===== config.mk =====
export PLATFORM = sky130hd
export DESIGN_NAME = irq8_ctrl
export DESIGN_NICKNAME = d
export VERILOG_FILES = /design/src/rtl/irq8_pkg.sv /design/src/rtl/irq8_pick.sv /design/src/rtl/irq8_cfg.sv /design/src/rtl/irq8_svc.sv /design/src/rtl/irq8_ctrl.sv
export SDC_FILE = /design/constraint.sdc
export NUM_CORES = 1
export LEC_CHECK = 0
export ABC_CLOCK_PERIOD_IN_PS = 2900
export BUFFER_PORTS_ARGS = -buffer_cell sky130_fd_sc_hd__buf_4
export CORE_MARGIN = 2
export CORE_UTILIZATION = 50
export CTS_CLUSTER_SIZE = 25
export DETAILED_ROUTE_END_ITERATION = 10
export PLACE_DENSITY = 0.74
export SYNTH_ARGS = -nofsm -noshare
export SYNTH_HDL_FRONTEND = slang
export SYNTH_SLANG_ARGS = --single-unit
export TNS_END_PERCENT = 100

===== constraint.sdc =====
create_clock -name clk -period 2.9 [get_ports clk]
set_input_delay 0.29 -clock clk [delete_from_list [all_inputs] [get_ports clk]]
set_output_delay 0.29 -clock clk [all_outputs]
set_load 0.05 [all_outputs]

===== src/rtl/irq8_pkg.sv =====
package irq8_pkg;

   typedef enum logic [2:0] {
      ST_W1  = 3'd0,
      ST_W2  = 3'd1,
      ST_W3  = 3'd2,
      ST_W4  = 3'd3,
      ST_RDY = 3'd4
   } init_st_t;

   // Bit positions inside the first initialization byte
   localparam int W1_NEED4  = 0;
   localparam int W1_SINGLE = 1;
   localparam int W1_LEVEL  = 3;

   // Command byte forms (bits [7:5] of a bits[4:3]=00 command)
   localparam logic [2:0] CMD_EOI_SPEC = 3'b011;
   localparam logic [2:0] CMD_EOI_NS   = 3'b001;

   localparam logic [1:0] RSEL_IRR = 2'b10;
   localparam logic [1:0] RSEL_ISR = 2'b11;

endpackage


===== src/rtl/irq8_pick.sv =====
module irq8_pick #(
   parameter int N  = 8,
   parameter int IW = $clog2(N)
) (
   input  logic [N-1:0]  vec,
   output logic          any,
   output logic [IW-1:0] idx
);
   always_comb begin
      any = 1'b0;
      idx = '0;
      for (int i = N - 1; i >= 0; i--) begin
         if (vec[i]) begin
            any = 1'b1;
            idx = IW'(i);
         end
      end
   end
endmodule


===== src/rtl/irq8_cfg.sv =====
module irq8_cfg
   import irq8_pkg::*;
#(
   parameter int DW   = 8,
   parameter int N_IN = 8,
   parameter int IW   = $clog2(N_IN)
) (
   input  logic            clk,
   input  logic            rst_n,
   input  logic            port_sel,
   input  logic            wr_en,
   input  logic [DW-1:0]   wr_data,
   output logic            ready,
   output logic [DW-1:0]   vec_base,
   output logic            level_mode,
   output logic [N_IN-1:0] mask,
   output logic [1:0]      rd_sel,
   output logic            eoi_sp,
   output logic            eoi_ns,
   output logic [IW-1:0]   eoi_lvl
);
   init_st_t      st;
   logic [DW-1:0] w1;
   logic          cmd_wr, dat_wr, is_rsel, is_ocw;

   assign cmd_wr  = wr_en & ~port_sel;
   assign dat_wr  = wr_en &  port_sel;
   assign ready   = (st == ST_RDY);
   assign is_rsel = (wr_data[4:3] == 2'b01);
   assign is_ocw  = (wr_data[4:3] == 2'b00);

   assign eoi_sp  = ready & cmd_wr & is_ocw & (wr_data[7:5] == CMD_EOI_SPEC);
   assign eoi_ns  = ready & cmd_wr & is_ocw & (wr_data[7:5] == CMD_EOI_NS);
   assign eoi_lvl = wr_data[IW-1:0];
   assign level_mode = w1[W1_LEVEL];

   always_ff @(posedge clk or negedge rst_n) begin
      if (!rst_n) begin
         st       <= ST_W1;
         w1       <= '0;
         vec_base <= '0;
         mask     <= '0;
         rd_sel   <= RSEL_IRR;
      end else begin
         unique case (st)
            ST_W1: if (cmd_wr) begin
               w1 <= wr_data;
               st <= ST_W2;
            end
            ST_W2: if (dat_wr) begin
               vec_base <= wr_data;
               if (!w1[W1_SINGLE])    st <= ST_W3;
               else if (w1[W1_NEED4]) st <= ST_W4;
               else                   st <= ST_RDY;
            end
            ST_W3: if (dat_wr) begin
               st <= w1[W1_NEED4] ? ST_W4 : ST_RDY;
            end
            ST_W4: if (dat_wr) st <= ST_RDY;
            ST_RDY: begin
               if (dat_wr) mask <= wr_data[N_IN-1:0];
               if (cmd_wr && is_rsel) rd_sel <= wr_data[1:0];
            end
            default: st <= ST_W1;
         endcase
      end
   end
endmodule


===== src/rtl/irq8_svc.sv =====
module irq8_svc #(
   parameter int N_IN = 8,
   parameter int IW   = $clog2(N_IN)
) (
   input  logic            clk,
   input  logic            rst_n,
   input  logic [N_IN-1:0] req_in,
   input  logic            level_mode,
   input  logic            ack_go,
   input  logic [IW-1:0]   ack_idx,
   input  logic            eoi_sp,
   input  logic            eoi_ns,
   input  logic [IW-1:0]   eoi_lvl,
   input  logic            isr_any,
   input  logic [IW-1:0]   isr_low_idx,
   output logic [N_IN-1:0] irr,
   output logic [N_IN-1:0] isr
);
   logic [N_IN-1:0] req_q, new_req, ack_mask, clr_mask;

   for (genvar g = 0; g < N_IN; g++) begin : g_bit
      always_ff @(posedge clk or negedge rst_n) begin
         if (!rst_n) req_q[g] <= 1'b0;
         else        req_q[g] <= req_in[g];
      end
      assign new_req[g]  = req_in[g] & (level_mode | ~req_q[g]);
      assign ack_mask[g] = ack_go & (ack_idx == IW'(g));
      assign clr_mask[g] = (eoi_sp & (eoi_lvl == IW'(g)))
                         | (eoi_ns & isr_any & (isr_low_idx == IW'(g)));
   end

   always_ff @(posedge clk or negedge rst_n) begin
      if (!rst_n) begin
         irr <= '0;
         isr <= '0;
      end else begin
         irr <= (irr | new_req) & ~ack_mask;
         isr <= (isr & ~clr_mask) | ack_mask;
      end
   end
endmodule


===== src/rtl/irq8_ctrl.sv =====
module irq8_ctrl #(
   parameter int DW   = 8,
   parameter int N_IN = 8
) (
   input  logic          clk,
   input  logic          rst_n,
   input  logic          port_sel,
   input  logic          wr_en,
   input  logic [DW-1:0] wr_data,
   output logic [DW-1:0] rd_data,
   input  logic [N_IN-1:0] irq_in,
   output logic          int_out,
   input  logic          int_ack,
   output logic [DW-1:0] vec_out
);
   import irq8_pkg::*;
   localparam int IW = $clog2(N_IN);

   if (N_IN > DW || N_IN < 2 || (1 << IW) != N_IN || DW != 8) begin : g_bad_cfg
      $error("irq8_ctrl: N_IN must be a power of two no wider than DW, DW must be 8");
   end

   logic            ready, level_mode, eoi_sp, eoi_ns;
   logic [DW-1:0]   vec_base;
   logic [N_IN-1:0] mask, irr, isr, elig;
   logic [1:0]      rd_sel;
   logic [IW-1:0]   eoi_lvl, win_idx, isr_low_idx;
   logic            win_any, isr_any, ack_go;

   irq8_cfg #(.DW(DW), .N_IN(N_IN), .IW(IW)) u_cfg (
      .clk(clk), .rst_n(rst_n), .port_sel(port_sel), .wr_en(wr_en),
      .wr_data(wr_data), .ready(ready), .vec_base(vec_base),
      .level_mode(level_mode), .mask(mask), .rd_sel(rd_sel),
      .eoi_sp(eoi_sp), .eoi_ns(eoi_ns), .eoi_lvl(eoi_lvl)
   );

   assign elig = irr & ~mask;

   irq8_pick #(.N(N_IN), .IW(IW)) u_pick_req (
      .vec(elig), .any(win_any), .idx(win_idx)
   );

   irq8_pick #(.N(N_IN), .IW(IW)) u_pick_isr (
      .vec(isr), .any(isr_any), .idx(isr_low_idx)
   );

   assign int_out = ready & win_any & (~isr_any | (win_idx < isr_low_idx));
   assign ack_go  = int_ack & int_out;
   assign vec_out = vec_base + DW'(win_idx);

   irq8_svc #(.N_IN(N_IN), .IW(IW)) u_svc (
      .clk(clk), .rst_n(rst_n), .req_in(irq_in), .level_mode(level_mode),
      .ack_go(ack_go), .ack_idx(win_idx), .eoi_sp(eoi_sp), .eoi_ns(eoi_ns),
      .eoi_lvl(eoi_lvl), .isr_any(isr_any), .isr_low_idx(isr_low_idx),
      .irr(irr), .isr(isr)
   );

   always_comb begin
      if (port_sel)                rd_data = DW'(mask);
      else if (rd_sel == RSEL_IRR) rd_data = DW'(irr);
      else if (rd_sel == RSEL_ISR) rd_data = DW'(isr);
      else                         rd_data = '0;
   end
endmodule


# Word-level counts from Yosys, hierarchy flattened
# Index checks and enable logic that the tools add are counted.
op_classes:
  add_sub_neg: 1
  eq_ne: 34
  n_lt_le_gt_ge: 1
  reduce_logical: 11
  n_mux: 42
  bitwise_logic: 78
op_table:
  columns: ["cell", "n"]
  rows:
  - ["two-way mux 3 bit", 22]
  - ["bitwise AND 1 bit", 42]
  - ["equality test 3 bit, second input constant", 13]
  - ["equality test 3 x 2 -> 1 bit, second input constant", 9]
  - ["bitwise AND 8 bit", 3]
  - ["two-way mux 8 bit", 3]
  - ["NOT 8 bit", 3]
  - ["bitwise OR 1 bit", 17]
  - ["two-way mux 1 bit", 16]
  - ["bitwise OR 8 bit", 2]
  - ["equality test 3 x 1 -> 1 bit, second input constant", 5]
  - ["case mux 3 bit (5 select lines)", 1]
  - ["logical NOT 3 bit", 4]
  - ["NOT 1 bit", 11]
  - ["adder 8 x 3 -> 8 bit", 1]
  - ["!= test 2 x 1 -> 1 bit, second input constant", 4]
  - ["AND reduction 2 bit", 4]
  - ["AND reduction 5 bit", 1]
  - ["equality test 2 bit, second input constant", 2]
  - ["< comparator 3 bit", 1]
  - ["equality test 2 x 1 -> 1 bit, second input constant", 1]
  - ["logical NOT 2 bit", 1]
  - ["logical AND 1 bit", 1]
totals:
  wordCells: 182
  out_inout_bits: 17
  input_bits: 21
  register_bits: 49

# Longest topological paths before layout
depth:
  ltp_word: 17
  ltp_mapped: 11
  ltp_nobuf: 11

# By module
# Synthesis repeated with hierarchy kept, for this count alone.
hier_totals:
  hier_cells: 265
  area_unflattened_um2: 2702.6
by_module_without_submodules:
  columns: ["mod", "cells_per_inst", "area_each_um2", "seq_area_each_um2", "instances"]
  rows:
  - ["irq8_cfg", 81, 1064.8, 601.8, 1]
  - ["irq8_svc", 88, 989.7, 600.6, 1]
  - ["irq8_ctrl", 70, 488.0, 0.0, 1]
  - ["irq8_pick", 13, 80.1, 0.0, 2]

# Least setup slack after synthesis
# Ideal clock, no wire load.
synth_timing:
  kind: "register -> output"
  start: "reg u_cfg.mask[2]"
  end: "out vec_out[5]"
  slack_ns: -0.499
  path_stages_with_launch: 12
  required_ns: 2.610
  arrival_ns: 3.109
  n_path_buf: 0
  path_cell_list: "dfrtp_1 -> nor2b_1 -> nor2_1 -> a21o_1 -> o21ai_0 -> inv_1 -> ha_1 -> nand3_1 -> a21oi_1 -> o41ai_1 -> a21oi_1 -> xor2_1"
synth_via:
  elab_chain_cells: 6
synth_lines:
  columns: ["element", "line", "source"]
  rows:
  - ["from (decl)", "irq8_cfg.sv:16", "output logic [N_IN-1:0] mask,"]
  - ["from (signal assigned)", "irq8_cfg.sv:61", "if (dat_wr) mask <= wr_data[N_IN-1:0];"]
  - ["NOT 8 bit", "irq8_ctrl.sv:37", "assign elig = irr & ~mask;"]
  - ["bitwise AND 8 bit", "irq8_ctrl.sv:37", null]
  - ["two-way mux 3 bit (3 in series)", "irq8_pick.sv:13", "if (vec[i]) begin"]
  - ["adder 8 x 3 -> 8 bit", "irq8_ctrl.sv:49", "assign vec_out = vec_base + DW'(win_idx);"]
  - ["to (decl)", "irq8_ctrl.sv:14", "output logic [DW-1:0] vec_out"]
# No other way between the ends.

# Worst setup path in the final report
layout_timing:
  start: "reg u_cfg.mask[2]"
  end: "out vec_out[3]"
# The elaborated chain is that of the path after synthesis.

==> metrics.md <==
| Metric | Value |
|---|---|
| Final setup viols | 3 |
| Arrival @ worst endpoint | about 2.7 ns |
| Minimum hold slack | -0.00663 ns |
| CP required | about 2.6 ns |
| Count of max-cap constraint violations | 0 |
| H-tree depth | 2 |
| Layout Area Growth over Synthesis | 33.0% |
| Post-route cell area | ~3700 sq um |
| Relative slew margins | 0.524 |
| Pleak | 1.53 nW |
| Post-Route Utilization | 0.678 |
| Largest voltage drop on the vdd net | approximately 0.56 mV |
| Fill cells | a little over 400 |
| Reg-to-reg endpoint | u_svc.irr[3] |
| # DRC | 0 |
| Smallest setup slack after layout | -0.0452 ns |
| Initial antenna violation count | 0 |
| Netlist cell types | 52 |
| Clock tree root buffer cell | clkbuf_8 |
| Transition time at the pin with the least slew margin | just over 0.7 ns |
| Overflow after GRT | 0 |
| Met3 Usage GRT | 0.0437 |
| Critical Path Source | u_cfg.mask[2] |
| Max-slew violation total from the final report | 0 |
| Die boundary width | slightly below 80 um |
| Proportion of synthesized flip-flops having asynchronous set or reset | 1.00 |
| CP startpoint kind | flip-flop |
| Number of buffers added on ports | 37 |
| Antenna-violating nets left | 0 |
| Initial core utilization | 0.509 |
| Global Route met2 Usage | 0.455 |
| Vias in the first global route | approximately 2,500 |
| Core region area | between 5000 and 6000 sq um |
| Cell area after synthesis | between 2000 and 3000 sq um |
| Share of the clock period used by the worst path after layout | 1.02 |
| FF/Latch Area | around 1200 sq um |
| Area enclosed by the die boundary | between 6000 and 7000 sq um |
| Net count after synthesis | between 300 and 400 |
| Area post-placement | 3210 sq um |
| Number of detailed-route iterations in the first pass | 6 |
| Maximum fanout count along the critical path | 4 |
| CTS tree | yes |
| Worst-case setup slack after placement | -0.00105 ns |
| Most heavily used metal layer in global routing | met2 |
| Final setup skew | around 0.0063 ns |
| Highest Clock Rate | 340 MHz |
| Run status | finished with violations |
| Tot GR Track Use | 0.266 |
| Clock Pin Slew Worst Setup and Hold Paths | roughly 0.09 ns |
| Number of top-level pins | 38 |
| Global placement routability congestion | 0.952 |
| Worst Reg-to-Reg Cells | 8 |
| Cts hold-fix bufs | 0 |
| Sinks on the clock net | 48 |
| Detailed-route via count | around 2,600 |
| Worst setup EP type | output pin |
| Class of the tightest hold or removal check | in2async |
| Maximum number of pins on one net before global-route repair | 49 |
| Yosys reg bits | 48 |
| Mean Syn Cell Area | just under 10 sq um |
| Type of the worst setup path | reg2out |
| Reg-to-reg slack, setup | around 0.30 ns |
| Post-DR wirelength/cell | between 15 and 20 um |
| Sequential element share of the synthesized area | 0.437 |
| Power density relative to cell area | ~980 nW/um^2 |
| Number of nets in the layout | roughly 370 |
| Die H | between 70 and 80 um |
| Final Routed Wirelength | ~8 mm |
| Most common flop cell mapped by yosys | dfrtp_1 |
| Post-Syn Instances | between 200 and 300 |
| Failing checks | negative hold slack, negative setup slack |
| Vias per inst | 6.10 |
| Standard-cell rows | 27 |
| Fraction of final layout cells with drive strength greater than 1 | 0.391 |
| Setup TNS after final layout | -0.0734 ns |
| Total clock buffers created by CTS | 5 |
| Number of enable flip-flop cells after synthesis | 0 |
| RSZ-0062 raised after global routing | yes |
| HPWL reported at the end of detailed placement | 5.61 mm |
| Multi-input combinational cell area | 1740 sq um |
| Source of the worst register-to-register timing path | u_cfg.mask[6] |
| Met1 usage in global routing | 0.353 |
| Wire length of the first global-routing pass | around 13 mm |
| CTS max path bufs | 2 |
| Final number of hold-violating endpoints | 14 |
| Yosys warnings | 0 |
| Diode count | 0 |
| DR iter-0 viols | roughly 230 |
| Clock latency reported for the late side of the worst-skew pair | about 0.29 ns |
| Post-route minimum period | just under 3 ns |
-- cells by family (layout without fill, tap and decap cells) --
kind of cell,Yosys count,after routing,synth area share
simple gates,106,106,0.212
mux,28,28,0.111
compound gates,80,80,0.186
buf+inv,13,79,0.0227
flops,48,48,0.437
fa+ha+maj,2,2,0.00909
xor+xnor,7,7,0.0223
-- area by class of cell --
type,count,area share
clock inverters,2,0.00376
multi-input cells,223,0.475
well taps,72,0.0246
inverters,6,0.00615
repair buffers,65,0.139
clock buffers,6,0.0225
flip-flops and latches,48,0.329
-- per-stage QoR --
step                total power, mW  std cells
floorplan                      2.24        284
global placement               2.67        395
detailed placement             2.69        395
CTS                            3.38        417
global route                   3.75        422
finish                         3.58        422
-- registers in the layout, summed over array words and instances (netlist names) --
signal,cells
u_cfg.vec_base,8
u_cfg.w1,3
u_cfg.rd_sel,2
u_cfg.st,3
u_svc.irr,8
u_svc.req_q,8
u_cfg.mask,8
u_svc.isr,8
-- metal layers --
layer  vias up  share of wire
li1       1178              -
met1      1262           0.43
met2       112           0.49
met3        24          0.059
met4         0          0.020
met5         -              0
-- Yosys cell counts (all sizes together) (2+ instances only) --
| library cell | number | share of area |
|---|---|---|
| mux2i | 8 | 0.029 |
| mux2 | 20 | 0.082 |
| nor4 | 6 | 0.016 |
| and2 | 3 | 0.0068 |
| a21oi | 23 | 0.042 |
| clkbuf | 3 | 0.0041 |
| o21bai | 4 | 0.011 |
| nor4b | 2 | 0.0064 |
| nor2b | 8 | 0.018 |
| o41ai | 2 | 0.0064 |
| a31oi | 7 | 0.016 |
| o22ai | 2 | 0.0045 |
| o21ai | 19 | 0.035 |
| xnor2 | 3 | 0.0095 |
| a2111oi | 2 | 0.0064 |
| xor2 | 4 | 0.013 |
| or4 | 2 | 0.0068 |
| o31ai | 5 | 0.014 |
| buf | 4 | 0.010 |
| nor3 | 3 | 0.0055 |
| a21o | 2 | 0.0055 |
| dfrtp | 47 | 0.43 |
| a31o | 4 | 0.013 |
| inv | 6 | 0.0082 |
| or3b | 3 | 0.0095 |
| or2 | 3 | 0.0068 |
| nor2 | 18 | 0.025 |
| ha | 2 | 0.0091 |
| nand4 | 3 | 0.0068 |
| nand3 | 11 | 0.020 |
| nand2 | 18 | 0.025 |
| nand2b | 22 | 0.050 |
-- cell usage in the layout, fill, tap and decap left out, drive strengths merged, types with 2 or more instances in the layout --
master | netlist | routed
or3b | 3 | 3
ha | 2 | 2
o31ai | 5 | 5
and2 | 3 | 3
mux2i | 8 | 8
or2 | 3 | 3
nor2 | 18 | 18
or4 | 2 | 2
xor2 | 4 | 4
a31o | 4 | 4
a21oi | 23 | 23
o21bai | 4 | 4
a31oi | 7 | 7
dfrtp | 47 | 47
o21ai | 19 | 19
o22ai | 2 | 2
nor4 | 6 | 6
clkbuf | 3 | 6
a21o | 2 | 2
nand3 | 11 | 11
o41ai | 2 | 2
a2111oi | 2 | 2
nor2b | 8 | 8
inv | 6 | 7
nand2b | 22 | 22
buf | 4 | 65
nor4b | 2 | 2
xnor2 | 3 | 3
mux2 | 20 | 20
nand4 | 3 | 3
nand2 | 18 | 18
nor3 | 3 | 3
-- worst max-delay path, cell delays in order, from the launching register on --
cell and delay, ns:
dfrtp_1 0.42, nor2b_4 0.18, nor2_2 0.06, a21o_1 0.20
o21ai_2 0.16, inv_2 0.08, ha_4 0.19, nand3_4 0.07
a21oi_4 0.05, o41ai_4 0.41, a21oi_1 0.14, a31o_2 0.24
buf_8 0.15
-- where the power goes --
group | internal, mW | switching [mW]
clock | 0.196 | 0.232
sequential | 0.845 | 0.278
combinational | 0.901 | 1.13
-- how the worst max path moves through the flow --
stage,end,slack (ns),cells past startpoint
floorplan,vec_out[4],0.06,10
detailed placement,vec_out[5],-0.001,11
finish,vec_out[3],-0.05,12
global route,vec_out[3],-0.15,12
CTS,vec_out[7],-0.02,11
global placement,vec_out[7],0.11,11
-- timing repair --
action                                  4_1_cts  5_1_grt
pin swaps                                    12       16
gates resized for setup                      29       18
buffers inserted                             14        5
endpoints found under the setup margin        5        6
endpoints found under the hold margin         0        0
(Power assumes the default switching activity.)
